File: src/rtl/thr_alert_pkg.sv
package thr_alert_pkg;

   // Number of programmable limits and the selector that addresses them.
   localparam int THR_COUNT = 4;
   localparam int THR_SEL_W = 2;

   // Selector encoding: even entries are high limits, odd entries low limits.
   typedef enum logic [THR_SEL_W-1:0] {
      SEL_CELL_HI = 2'd0,
      SEL_CELL_LO = 2'd1,
      SEL_AUX_HI  = 2'd2,
      SEL_AUX_LO  = 2'd3
   } thr_sel_e;

endpackage

File: src/rtl/thr_clamp.sv
module thr_clamp #(
   parameter int IN_W  = 16,
   parameter int OUT_W = 8
) (
   input  logic signed [IN_W-1:0] din,
   output logic        [OUT_W-1:0] dout
);

   localparam logic signed [IN_W-1:0] TOP_V = IN_W'((2 ** OUT_W) - 1);

   if (IN_W <= OUT_W) begin : g_bad_width
      $error("thr_clamp: IN_W must exceed OUT_W");
   end

   always_comb begin
      if (din < 0)
         dout = '0;
      else if (din > TOP_V)
         dout = '1;
      else
         dout = din[OUT_W-1:0];
   end

endmodule

File: src/rtl/thr_regs.sv
module thr_regs
   import thr_alert_pkg::*;
#(
   parameter int THR_W = 8,
   parameter int WR_W  = 16
) (
   input  logic                                 clk,
   input  logic                                 rst_n,
   input  logic                                 wr_en,
   input  logic [THR_SEL_W-1:0]                 wr_sel,
   input  logic signed [WR_W-1:0]               wr_data,
   output logic [THR_COUNT-1:0][THR_W-1:0]      thr_q
);

   logic [THR_W-1:0] wr_sat;

   thr_clamp #(.IN_W(WR_W), .OUT_W(THR_W)) u_clamp (
      .din  (wr_data),
      .dout (wr_sat)
   );

   for (genvar g = 0; g < THR_COUNT; g++) begin : g_lim
      // High limits (even slots) reset to all ones, low limits to zero.
      localparam logic [THR_W-1:0] RST_V = (g % 2 == 0) ? '1 : '0;
      logic [THR_W-1:0] lim_q;

      always_ff @(posedge clk) begin
         if (!rst_n)
            lim_q <= RST_V;
         else if (wr_en && (wr_sel == THR_SEL_W'(g)))
            lim_q <= wr_sat;
      end

      assign thr_q[g] = lim_q;
   end

endmodule

File: src/rtl/thr_cmp.sv
module thr_cmp
   import thr_alert_pkg::*;
#(
   parameter int DATA_W     = 12,
   parameter int THR_W      = 8,
   parameter int CODE_W     = 4,
   parameter int CELL_CODES = 6,
   parameter int AUX_CODES  = 6
) (
   input  logic                             in_valid,
   input  logic [CODE_W-1:0]                in_code,
   input  logic [DATA_W-1:0]                in_value,
   input  logic [THR_COUNT-1:0][THR_W-1:0]  thr_q,
   output logic                             hit,
   output logic                             hit_aux,
   output logic                             hit_rise
);

   localparam logic [CODE_W:0] CELL_END = (CODE_W+1)'(CELL_CODES);
   localparam logic [CODE_W:0] AUX_END  = (CODE_W+1)'(CELL_CODES + AUX_CODES);

   logic              is_cell;
   logic              is_aux;
   logic [DATA_W-1:0] lim_hi;
   logic [DATA_W-1:0] lim_lo;
   logic              over;
   logic              under;

   assign is_cell = ({1'b0, in_code} < CELL_END);
   assign is_aux  = !is_cell && ({1'b0, in_code} < AUX_END);

   always_comb begin
      if (is_aux) begin
         lim_hi = DATA_W'(thr_q[SEL_AUX_HI]);
         lim_lo = DATA_W'(thr_q[SEL_AUX_LO]);
      end else begin
         lim_hi = DATA_W'(thr_q[SEL_CELL_HI]);
         lim_lo = DATA_W'(thr_q[SEL_CELL_LO]);
      end
   end

   // The high test decides first; the low test only counts when it fails.
   assign over     = (in_value >= lim_hi);
   assign under    = !over && (in_value <= lim_lo);
   assign hit      = in_valid && (is_cell || is_aux) && (over || under);
   assign hit_aux  = is_aux;
   assign hit_rise = over;

endmodule

File: src/rtl/thr_alert_top.sv
module thr_alert_top
   import thr_alert_pkg::*;
#(
   parameter int DATA_W     = 12,
   parameter int THR_W      = 8,
   parameter int CODE_W     = 4,
   parameter int WR_W       = 16,
   parameter int CELL_CODES = 6,
   parameter int AUX_CODES  = 6
) (
   input  logic                   clk,
   input  logic                   rst_n,
   input  logic                   in_valid,
   input  logic [CODE_W-1:0]      in_code,
   input  logic [DATA_W-1:0]      in_value,
   input  logic                   wr_en,
   input  logic [THR_SEL_W-1:0]   wr_sel,
   input  logic signed [WR_W-1:0] wr_data,
   output logic                   evt_valid,
   output logic                   evt_aux,
   output logic                   evt_rise,
   output logic [CODE_W-1:0]      evt_code
);

   if (THR_W > DATA_W) begin : g_bad_thr
      $error("thr_alert_top: THR_W must not exceed DATA_W");
   end
   if (CELL_CODES + AUX_CODES > (2 ** CODE_W)) begin : g_bad_codes
      $error("thr_alert_top: channel codes do not fit CODE_W");
   end

   logic [THR_COUNT-1:0][THR_W-1:0] thr_q;
   logic                            hit;
   logic                            hit_aux;
   logic                            hit_rise;

   thr_regs #(.THR_W(THR_W), .WR_W(WR_W)) u_regs (
      .clk     (clk),
      .rst_n   (rst_n),
      .wr_en   (wr_en),
      .wr_sel  (wr_sel),
      .wr_data (wr_data),
      .thr_q   (thr_q)
   );

   thr_cmp #(
      .DATA_W     (DATA_W),
      .THR_W      (THR_W),
      .CODE_W     (CODE_W),
      .CELL_CODES (CELL_CODES),
      .AUX_CODES  (AUX_CODES)
   ) u_cmp (
      .in_valid (in_valid),
      .in_code  (in_code),
      .in_value (in_value),
      .thr_q    (thr_q),
      .hit      (hit),
      .hit_aux  (hit_aux),
      .hit_rise (hit_rise)
   );

   always_ff @(posedge clk) begin
      if (!rst_n) begin
         evt_valid <= 1'b0;
         evt_aux   <= 1'b0;
         evt_rise  <= 1'b0;
         evt_code  <= '0;
      end else begin
         evt_valid <= hit;
         if (hit) begin
            evt_aux  <= hit_aux;
            evt_rise <= hit_rise;
            evt_code <= in_code;
         end
      end
   end

endmodule

File: config.mk
export PLATFORM = sky130hd
export DESIGN_NAME = thr_alert_top
export DESIGN_NICKNAME = d
export VERILOG_FILES = /design/src/rtl/thr_alert_pkg.sv /design/src/rtl/thr_clamp.sv /design/src/rtl/thr_regs.sv /design/src/rtl/thr_cmp.sv /design/src/rtl/thr_alert_top.sv
export SDC_FILE = /design/constraint.sdc
export NUM_CORES = 1
export LEC_CHECK = 0
export BUFFER_PORTS_ARGS = -buffer_cell sky130_fd_sc_hd__buf_2
export CAP_MARGIN = 20
export CELL_PAD_IN_SITES_DETAIL_PLACEMENT = 0
export CELL_PAD_IN_SITES_GLOBAL_PLACEMENT = 2
export CORE_MARGIN = 8
export CORE_UTILIZATION = 31
export CTS_CLUSTER_SIZE = 40
export DETAILED_ROUTE_END_ITERATION = 8
export PLACE_DENSITY = 0.87
export SYNTH_ARGS = -nofsm -noshare
export SYNTH_HDL_FRONTEND = slang
export SYNTH_SLANG_ARGS = --single-unit
export TNS_END_PERCENT = 50
File: constraint.sdc
create_clock -name clk -period 4.6 [get_ports clk]
set_input_delay 0.69 -clock clk [delete_from_list [all_inputs] [get_ports clk]]
set_output_delay 0.69 -clock clk [all_outputs]
set_load 0.02 [all_outputs]
==> results of run 1 <==
worst min-delay path, cell delays in order (launching register included):
cell,delay (ps)
sky130_fd_sc_hd__dfxtp_1,310
sky130_fd_sc_hd__nand2_1,50
sky130_fd_sc_hd__mux2i_1,50
metrics by stage:
stage,std cells,area [µm²],utilization (%),total power [mW]
4_1_cts,344,2360,37.9,0.740
3_3_place_gp,336,2270,36.3,0.488
6_report,344,2360,37.9,0.729
2_1_floorplan,224,1980,-,0.447
3_5_place_dp,336,2270,36.3,0.490
5_1_grt,344,2360,37.9,0.773
synthesized netlist by cell type:
cell type / instances
sky130_fd_sc_hd__o21bai_1: 8
sky130_fd_sc_hd__a211o_1: 1
sky130_fd_sc_hd__a21boi_0: 1
sky130_fd_sc_hd__o21ai_0: 2
sky130_fd_sc_hd__a31o_2: 1
sky130_fd_sc_hd__dfxtp_1: 39
sky130_fd_sc_hd__a211oi_1: 1
sky130_fd_sc_hd__nand2b_1: 1
sky130_fd_sc_hd__o211ai_1: 17
sky130_fd_sc_hd__nand4_1: 3
sky130_fd_sc_hd__nor2b_1: 1
sky130_fd_sc_hd__nor2_1: 36
sky130_fd_sc_hd__or4_4: 2
sky130_fd_sc_hd__nand2_1: 29
sky130_fd_sc_hd__inv_1: 1
sky130_fd_sc_hd__nor4_1: 1
sky130_fd_sc_hd__a31oi_1: 1
sky130_fd_sc_hd__o31ai_4: 1
sky130_fd_sc_hd__mux2_2: 2
sky130_fd_sc_hd__mux2i_1: 20
sky130_fd_sc_hd__ha_1: 16
sky130_fd_sc_hd__and3_2: 1
sky130_fd_sc_hd__clkinv_1: 1
sky130_fd_sc_hd__nand3_1: 2
sky130_fd_sc_hd__or3b_2: 1
sky130_fd_sc_hd__a21oi_1: 19
sky130_fd_sc_hd__a2111oi_2: 1
sky130_fd_sc_hd__nand3b_1: 2
sky130_fd_sc_hd__nor3_1: 3
sky130_fd_sc_hd__clkbuf_1: 10
per-layer routing:
layer | track usage (%) | part of all wire [%] | up-vias
li1 | - | - | 886
met1 | 15.5 | 51 | 787
met2 | 17.2 | 41 | 49
met3 | 3.82 | 7.2 | 6
met4 | 3.84 | 1.1 | 0
met5 | 0 | 0 | -
cell families after synthesis:
| group | synth area share, % |
|---|---|
| flip-flops | 39.5 |
| AO/OA/AOI/OAI | 18.6 |
| AND/OR/NAND/NOR | 18.2 |
| multiplexers | 11.3 |
| buffers and inverters | 2.28 |
| adder cells (fa/ha/maj) | 10.1 |
power by group through the flow:
stage	Sequential (mW)	Clock (mW)	Combinational [mW]
after floorplan	0.373	0	0.0740
after global placement	0.370	0	0.119
after detailed placement	0.369	0	0.121
after CTS	0.362	0.257	0.122
after global routing	0.364	0.273	0.136
final	0.361	0.248	0.120
worst max path at each step:
stage | start | to | slack, ps | cells after the start
2_1_floorplan | in_code[3] | evt_aux | 790 | 10
3_3_place_gp | in_code[2] | evt_code[1] | 970 | 11
3_5_place_dp | in_code[2] | evt_code[2] | 860 | 11
4_1_cts | in_code[2] | evt_code[0] | 1180 | 11
5_1_grt | in_code[2] | evt_code[0] | 920 | 11
6_report | in_code[2] | evt_code[0] | 1200 | 11
area by class of cell:
type / instances / area, µm² / area share (%)
Sequential cell: 39 / 781 / 33.0
Timing Repair Buffer: 45 / 228 / 9.63
Tap cell: 77 / 96.3 / 4.08
Clock buffer: 6 / 82.6 / 3.49
Clock inverter: 2 / 13.8 / 0.582
Inverter: 2 / 7.51 / 0.318
Multi-Input combinational cell: 173 / 1150 / 48.9
state kept, by name, summed over array words and instances (netlist names):
name / cells
evt_valid: 1
evt_code: 4
u_regs.g_lim.lim_q: 32
evt_aux: 1
evt_rise: 1
==> reports/results.txt, run 1 <==
overall track demand over capacity in global routing = 11.6%
Max clock buf depth = 2
maximum fanout encountered on the critical timing path = 11
sw frac = 27.6%
count of distinct cell types in the synthesized netlist = 30
count of buffers added by post-CTS timing repair for setup = 0
worst-skew pair later-pin latency = 300 ps
Post-CTS Hold Fix Bufs = 0
number of global-route vias before repair = 1739
Internal Pwr Total = 0.528 mW
required time of the worst setup path = 4820 ps
dominant cell type by area after synthesis = sky130_fd_sc_hd__dfxtp_1
synthesized netlist net count = 278
maximum clock skew at final layout = 9.95 ps
total count of hold-check failures in the final report = 0
drc violations = 0
max cap viols = 0
worst IR drop on VDD = 0.135 mV
worst stage delay on the critical path = 500 ps
sequential share of power = 49.6%
remaining number of nets flagged by the antenna check after routing = 0
summed instance area of the synthesized netlist = 0.00198 mm²
number of pins with negative max-slew slack in the final report = 0
crit path max-delay cell type = sky130_fd_sc_hd__mux2i_2
startpoint type of the worst setup path = input port
Yosys warnings = 0
Reg2Reg Setup Slack = 2170 ps
number of fill cells = 695
global route total overflow = 0
Top Ports = 45
placeable core region = 0.00624 mm²
Post-Place Setup Slack = 863 ps
area of the die = 0.00919 mm²
number of buffers inserted during clock tree synthesis = 5
buffer type at the clock tree root = sky130_fd_sc_hd__clkbuf_8
hold path start = evt_code[1]
crit-path most repeated cell = sky130_fd_sc_hd__mux2i_1
Slew @ Worst Pin = 668 ps
tightest slew margin relative to the limit = 55.3%
path class of the lowest-slack min-delay path = reg -> reg
Resized cells post-CTS = 0
diode insertion count for antenna repair = 0
global placement routability congestion = 0.720
flops & latches, synth = 39
portion of synthesized cell area occupied by the leading cell type = 39.5%
CTS tree = built
most used cells in the layout excluding fill and tap cells = sky130_fd_sc_hd__buf_2, sky130_fd_sc_hd__dfxtp_1, sky130_fd_sc_hd__nor2_1
leading cell type in the layout, fill and taps excluded = sky130_fd_sc_hd__buf_2
effective utilization at floorplan = 31.7%
PortBufs = 44
crit path cell chain = buf_2 -> nand2_1 -> mux2i_2 -> buf_4 -> mux2i_1 -> ha_1 -> a211oi_1 -> nor2_1 -> or4_4 -> o31ai_4 -> mux2i_1
synth-to-layout area growth = 19.6%
initial antenna violation count = 0
wire length of the first global-routing pass = 8.34 mm
Pre-antenna DRT Iters = 4
clock network fraction of design power = 34.1%
number of standard cells after synthesis = 224
power per cell area = 309 mW/mm²
number of cells traversed by the worst register-to-register path = 8
die boundary width = 95.9 µm
Post-Route WL = 5.07 mm
fin crit share = 73.9%
vertical die dimension = 95.9 µm
Mapped Avg Cell Area = 8.83 µm²
routed len/inst = 14.8 µm
fraction of layout cells with a size suffix above 1 = 23.6%
Clk pin slew, worst setup/hold paths = 80 ps
RSZ-0062 raised after global routing = no
number of buffers and inverters on the critical path = 2
crit path setup slack, layout = 1200 ps
count of standard-cell rows = 29
Seq/Total Area, Yosys = 39.5%
arrival time of data at the critical path endpoint = 3620 ps
Vias per Instance = 5.02
level count of the clock H-tree = 2
net switching component of the power = 0.201 mW
Top Family by Delay on Critical Path = multiplexers
Iter 0 DRT Violations = 39
endpoint of the worst hold path = evt_code[1]
leakage power total = 1.08 nW
number of sinks driven by the clock tree = 39
vias after detailed routing = 1728
maximum number of pins on one net before global-route repair = 30
reg-to-reg critical path endpoint = evt_code[0]
launching point of the worst reg2reg path = u_regs.g_lim[2].lim_q[2]
worst hold path depth = 2
top cells by area, synth = sky130_fd_sc_hd__dfxtp_1, sky130_fd_sc_hd__ha_1, sky130_fd_sc_hd__mux2i_1, sky130_fd_sc_hd__nor2_1, sky130_fd_sc_hd__o211ai_1
portion of total power attributed to combinational logic = 16.4%
Fin Setup TNS = 0 ps
outcome = finished clean
number of nets in the finished design = 320
peak clock frequency supported by timing = 294 MHz
half-perimeter wire length after detailed placement = 3.94 mm
time the worst path needs with I/O delays and setup = 3400 ps
Crit Path Category = in -> reg
endpoint class of the critical path = flop
Hold WS = 457 ps
Setup-failing EPs final = 0
(Power assumes the default switching activity.)
==> run 2, diff against run 1 <==
ABC_AREA = 1   (was default)
CORE_UTILIZATION = 30   (was 31)
clock period = 3.3 ns   (was 4.6 ns; I/O delays follow)
==> run 2 against run 1 <==
- utilization is 1.1 points lower
- worst hold slack better by 14 ps
- total power is 36% higher
- non-clock buffer count is 1 lower
- final area is 0.64% lower
- die area is 3.7% higher
- clock power is 23% higher
- cell count is 8.1% higher
- via count hardly changed
- largest power group unchanged
- highest routed layer unchanged
==> reports/results.txt, run 2 <==
drc violations = 0
RSZ-0062 raised after global routing = no
Max clock buf depth = 2
Setup-failing EPs final = 0
PortBufs = 44
share of synthesized flip-flops with an asynchronous set or reset = 0%
flip-flop count of the largest register after layout = 32
vias after detailed routing = 1727
count of buffers added by post-CTS timing repair for setup = 0
post-layout total power = 0.993 mW
die boundary width = 97.6 µm
global route total overflow = 0
CTS tree = built
total count of hold-check failures in the final report = 0
Vias per Instance = 4.64
overall track demand over capacity in global routing = 9.78%
initial antenna violation count = 0
remaining number of nets flagged by the antenna check after routing = 0
global placement routability congestion = 0.764
leading cell type by number of instances after synthesis = sky130_fd_sc_hd__dfxtp_1
synth-to-layout area growth = 17.5%
endpoint class of the critical path = flop
path class of the lowest-slack min-delay path = reg -> reg
worst-skew pair later-pin latency = 290 ps
number of standard cells after synthesis = 251
Slew @ Worst Pin = 524 ps
area of the die = 0.00953 mm²
Post-Route WL = 4.60 mm
crit-path most repeated cell = sky130_fd_sc_hd__nand2_1
dominant cell type by area after synthesis = sky130_fd_sc_hd__dfxtp_1
Internal Pwr Total = 0.719 mW
Fin Setup TNS = 0 ps
top cells by instance count after synthesis = sky130_fd_sc_hd__dfxtp_1, sky130_fd_sc_hd__a21oi_1, sky130_fd_sc_hd__nand2_1
synthesized netlist net count = 305
half-perimeter wire length after detailed placement = 3.64 mm
number of nets in the finished design = 348
count of standard-cell rows = 29
portion of total power attributed to combinational logic = 18.0%
number of buffers inserted during clock tree synthesis = 5
worst IR drop on VDD = 0.167 mV
routed len/inst = 12.4 µm
max cap viols = 0
number of flops mapped to enable cells by yosys = 0
required time of the worst setup path = 3480 ps
wire length of the first global-routing pass = 7.74 mm
count of distinct cell types in the synthesized netlist = 24
most instantiated flip-flop cell in the synthesis netlist = sky130_fd_sc_hd__dfxtp_1
Iter 0 DRT Violations = 65
crit path max-delay cell type = sky130_fd_sc_hd__nand2_2
level count of the clock H-tree = 2
crit path cell chain = buf_2 -> inv_1 -> o21ai_1 -> nand2_2 -> mux2i_1 -> ha_1 -> nand2_1 -> nand2_1 -> nand2_1 -> nand2_1 -> nor2_1 -> nand2_1 -> nand2_1 -> nand2_2 -> nand2_4 -> nand2_1 -> nand2_1 -> nor2_1
Yosys warnings = 0
portion of synthesized cell area occupied by the leading cell type = 39.1%
Seq/Total Area, Yosys = 39.1%
fin crit share = 73.4%
Top Family by Delay on Critical Path = simple AND/OR/NAND/NOR gates
Clk pin slew, worst setup/hold paths = 70 ps
most used cells in the layout excluding fill and tap cells = sky130_fd_sc_hd__buf_2, sky130_fd_sc_hd__dfxtp_1, sky130_fd_sc_hd__nand2_1, sky130_fd_sc_hd__a21oi_1, sky130_fd_sc_hd__o21ai_1
diode insertion count for antenna repair = 0
flops & latches, synth = 39
Resized cells post-CTS = 0
placeable core region = 0.00639 mm²
fraction of layout cells with a size suffix above 1 = 21.7%
leakage power total = 1.11 nW
effective utilization at floorplan = 31.3%
Post-CTS Hold Fix Bufs = 0
vertical die dimension = 97.6 µm
register with the most flip-flops = u_regs.g_lim.lim_q
time the worst path needs with I/O delays and setup = 2420 ps
maximum number of pins on one net before global-route repair = 23
worst stage delay on the critical path = 400 ps
clock network fraction of design power = 30.6%
maximum fanout encountered on the critical timing path = 17
arrival time of data at the critical path endpoint = 2610 ps
number of fill cells = 683
Pre-antenna DRT Iters = 4
maximum clock skew at final layout = 4.62 ps
summed instance area of the synthesized netlist = 0.00200 mm²
tightest slew margin relative to the limit = 64.9%
net switching component of the power = 0.274 mW
number of pins with negative max-slew slack in the final report = 0
outcome = finished clean
number of global-route vias before repair = 1636
sw frac = 27.6%
peak clock frequency supported by timing = 413 MHz
buffer type at the clock tree root = sky130_fd_sc_hd__clkbuf_8
leading registers by flop count = u_regs.g_lim.lim_q: 32 flops, evt_code: 4 flops
number of buffers and inverters on the critical path = 2
number of sinks driven by the clock tree = 39
sequential share of power = 51.4%
Mapped Avg Cell Area = 7.96 µm²
leading cell type in the layout, fill and taps excluded = sky130_fd_sc_hd__buf_2
Top Ports = 45
Crit Path Category = in -> reg
power per cell area = 423 mW/mm²
top cells by area, synth = sky130_fd_sc_hd__dfxtp_1, sky130_fd_sc_hd__ha_1, sky130_fd_sc_hd__a21oi_1, sky130_fd_sc_hd__nand2_1, sky130_fd_sc_hd__mux2i_1
startpoint type of the worst setup path = input port
## run 2: changes by cell type in the layout (fill, tap and decap cells not counted), moves of 8 or more
cell | previous run | this run
sky130_fd_sc_hd__nand2_1 | 29 | 38
sky130_fd_sc_hd__o211ai_1 | 17 | 0
sky130_fd_sc_hd__nor2_1 | 36 | 18
sky130_fd_sc_hd__o21bai_1 | 8 | 0
sky130_fd_sc_hd__o21ai_0 | 2 | 14
sky130_fd_sc_hd__a21oi_1 | 19 | 38
sky130_fd_sc_hd__inv_1 | 1 | 16
sky130_fd_sc_hd__o21ai_1 | 0 | 27
## run 2: path summary, 6_finish.rpt
kind,startpoint,endpoint,slack (ps),depth (start not counted)
hold / removal,evt_rise,evt_rise,470,2
hold reg to reg,evt_rise,evt_rise,470,2
setup / recovery,in_code[2],evt_aux,880,18
setup reg to reg,u_regs.g_lim[1].lim_q[5],evt_aux,1550,14
## run 2: logic make-up (layout without fill, tap and decap cells)
group                    Yosys count  after routing  share of synthesized area [%]
buffers and inverters             29             73                           6.32
AO/OA/AOI/OAI                     79             79                           19.8
multiplexers                      16             16                           8.14
adder cells (fa/ha/maj)           16             16                           10.0
flip-flops                        39             39                           39.1
AND/OR/NAND/NOR                   72             72                           16.7
## run 2: cell type report
type,instances,area [µm²],share of cell area (%)
Tap cell,77,96.3,4.10
Clock inverter,1,5.00,0.213
Timing Repair Buffer,44,220,9.38
Sequential cell,39,781,33.2
Inverter,21,78.8,3.36
Clock buffer,7,76.3,3.25
Multi-Input combinational cell,183,1090,46.5
## run 2: per-layer routing
layer	track usage (%)	vias to the layer above	part of all wire (%)
met3	2.77	7	4.5
met1	13.1	742	53
li1	-	942	-
met4	4.55	0	1.8
met5	0	-	0
met2	14.0	36	41
## run 2: power groups by stage
stage / logic [mW] / registers, mW / clock network [mW]
5_1_grt: 0.205 / 0.514 / 0.335
2_1_floorplan: 0.117 / 0.527 / 0
3_3_place_gp: 0.179 / 0.521 / 0
4_1_cts: 0.181 / 0.510 / 0.315
6_report: 0.179 / 0.510 / 0.304
3_5_place_dp: 0.181 / 0.521 / 0
## run 2: per-stage QoR
stage | setup slack, ps | utilization [%] | instances | hold WS (ps) | cell area, µm²
2_1_floorplan | 1090 | - | 251 | 443 | 2000
3_3_place_gp | 574 | 35.5 | 364 | 456 | 2270
3_5_place_dp | 589 | 35.5 | 364 | 463 | 2270
4_1_cts | 896 | 36.8 | 372 | 474 | 2350
5_1_grt | 687 | 36.8 | 372 | 490 | 2350
6_report | 878 | 36.8 | 372 | 471 | 2350
## run 2: worst min-delay path, delay by kind of cell, from the launching register on
family,cells,cell delay [ps]
AND/OR/NAND/NOR,1,60
AO/OA/AOI/OAI,1,50
flip-flops,1,320
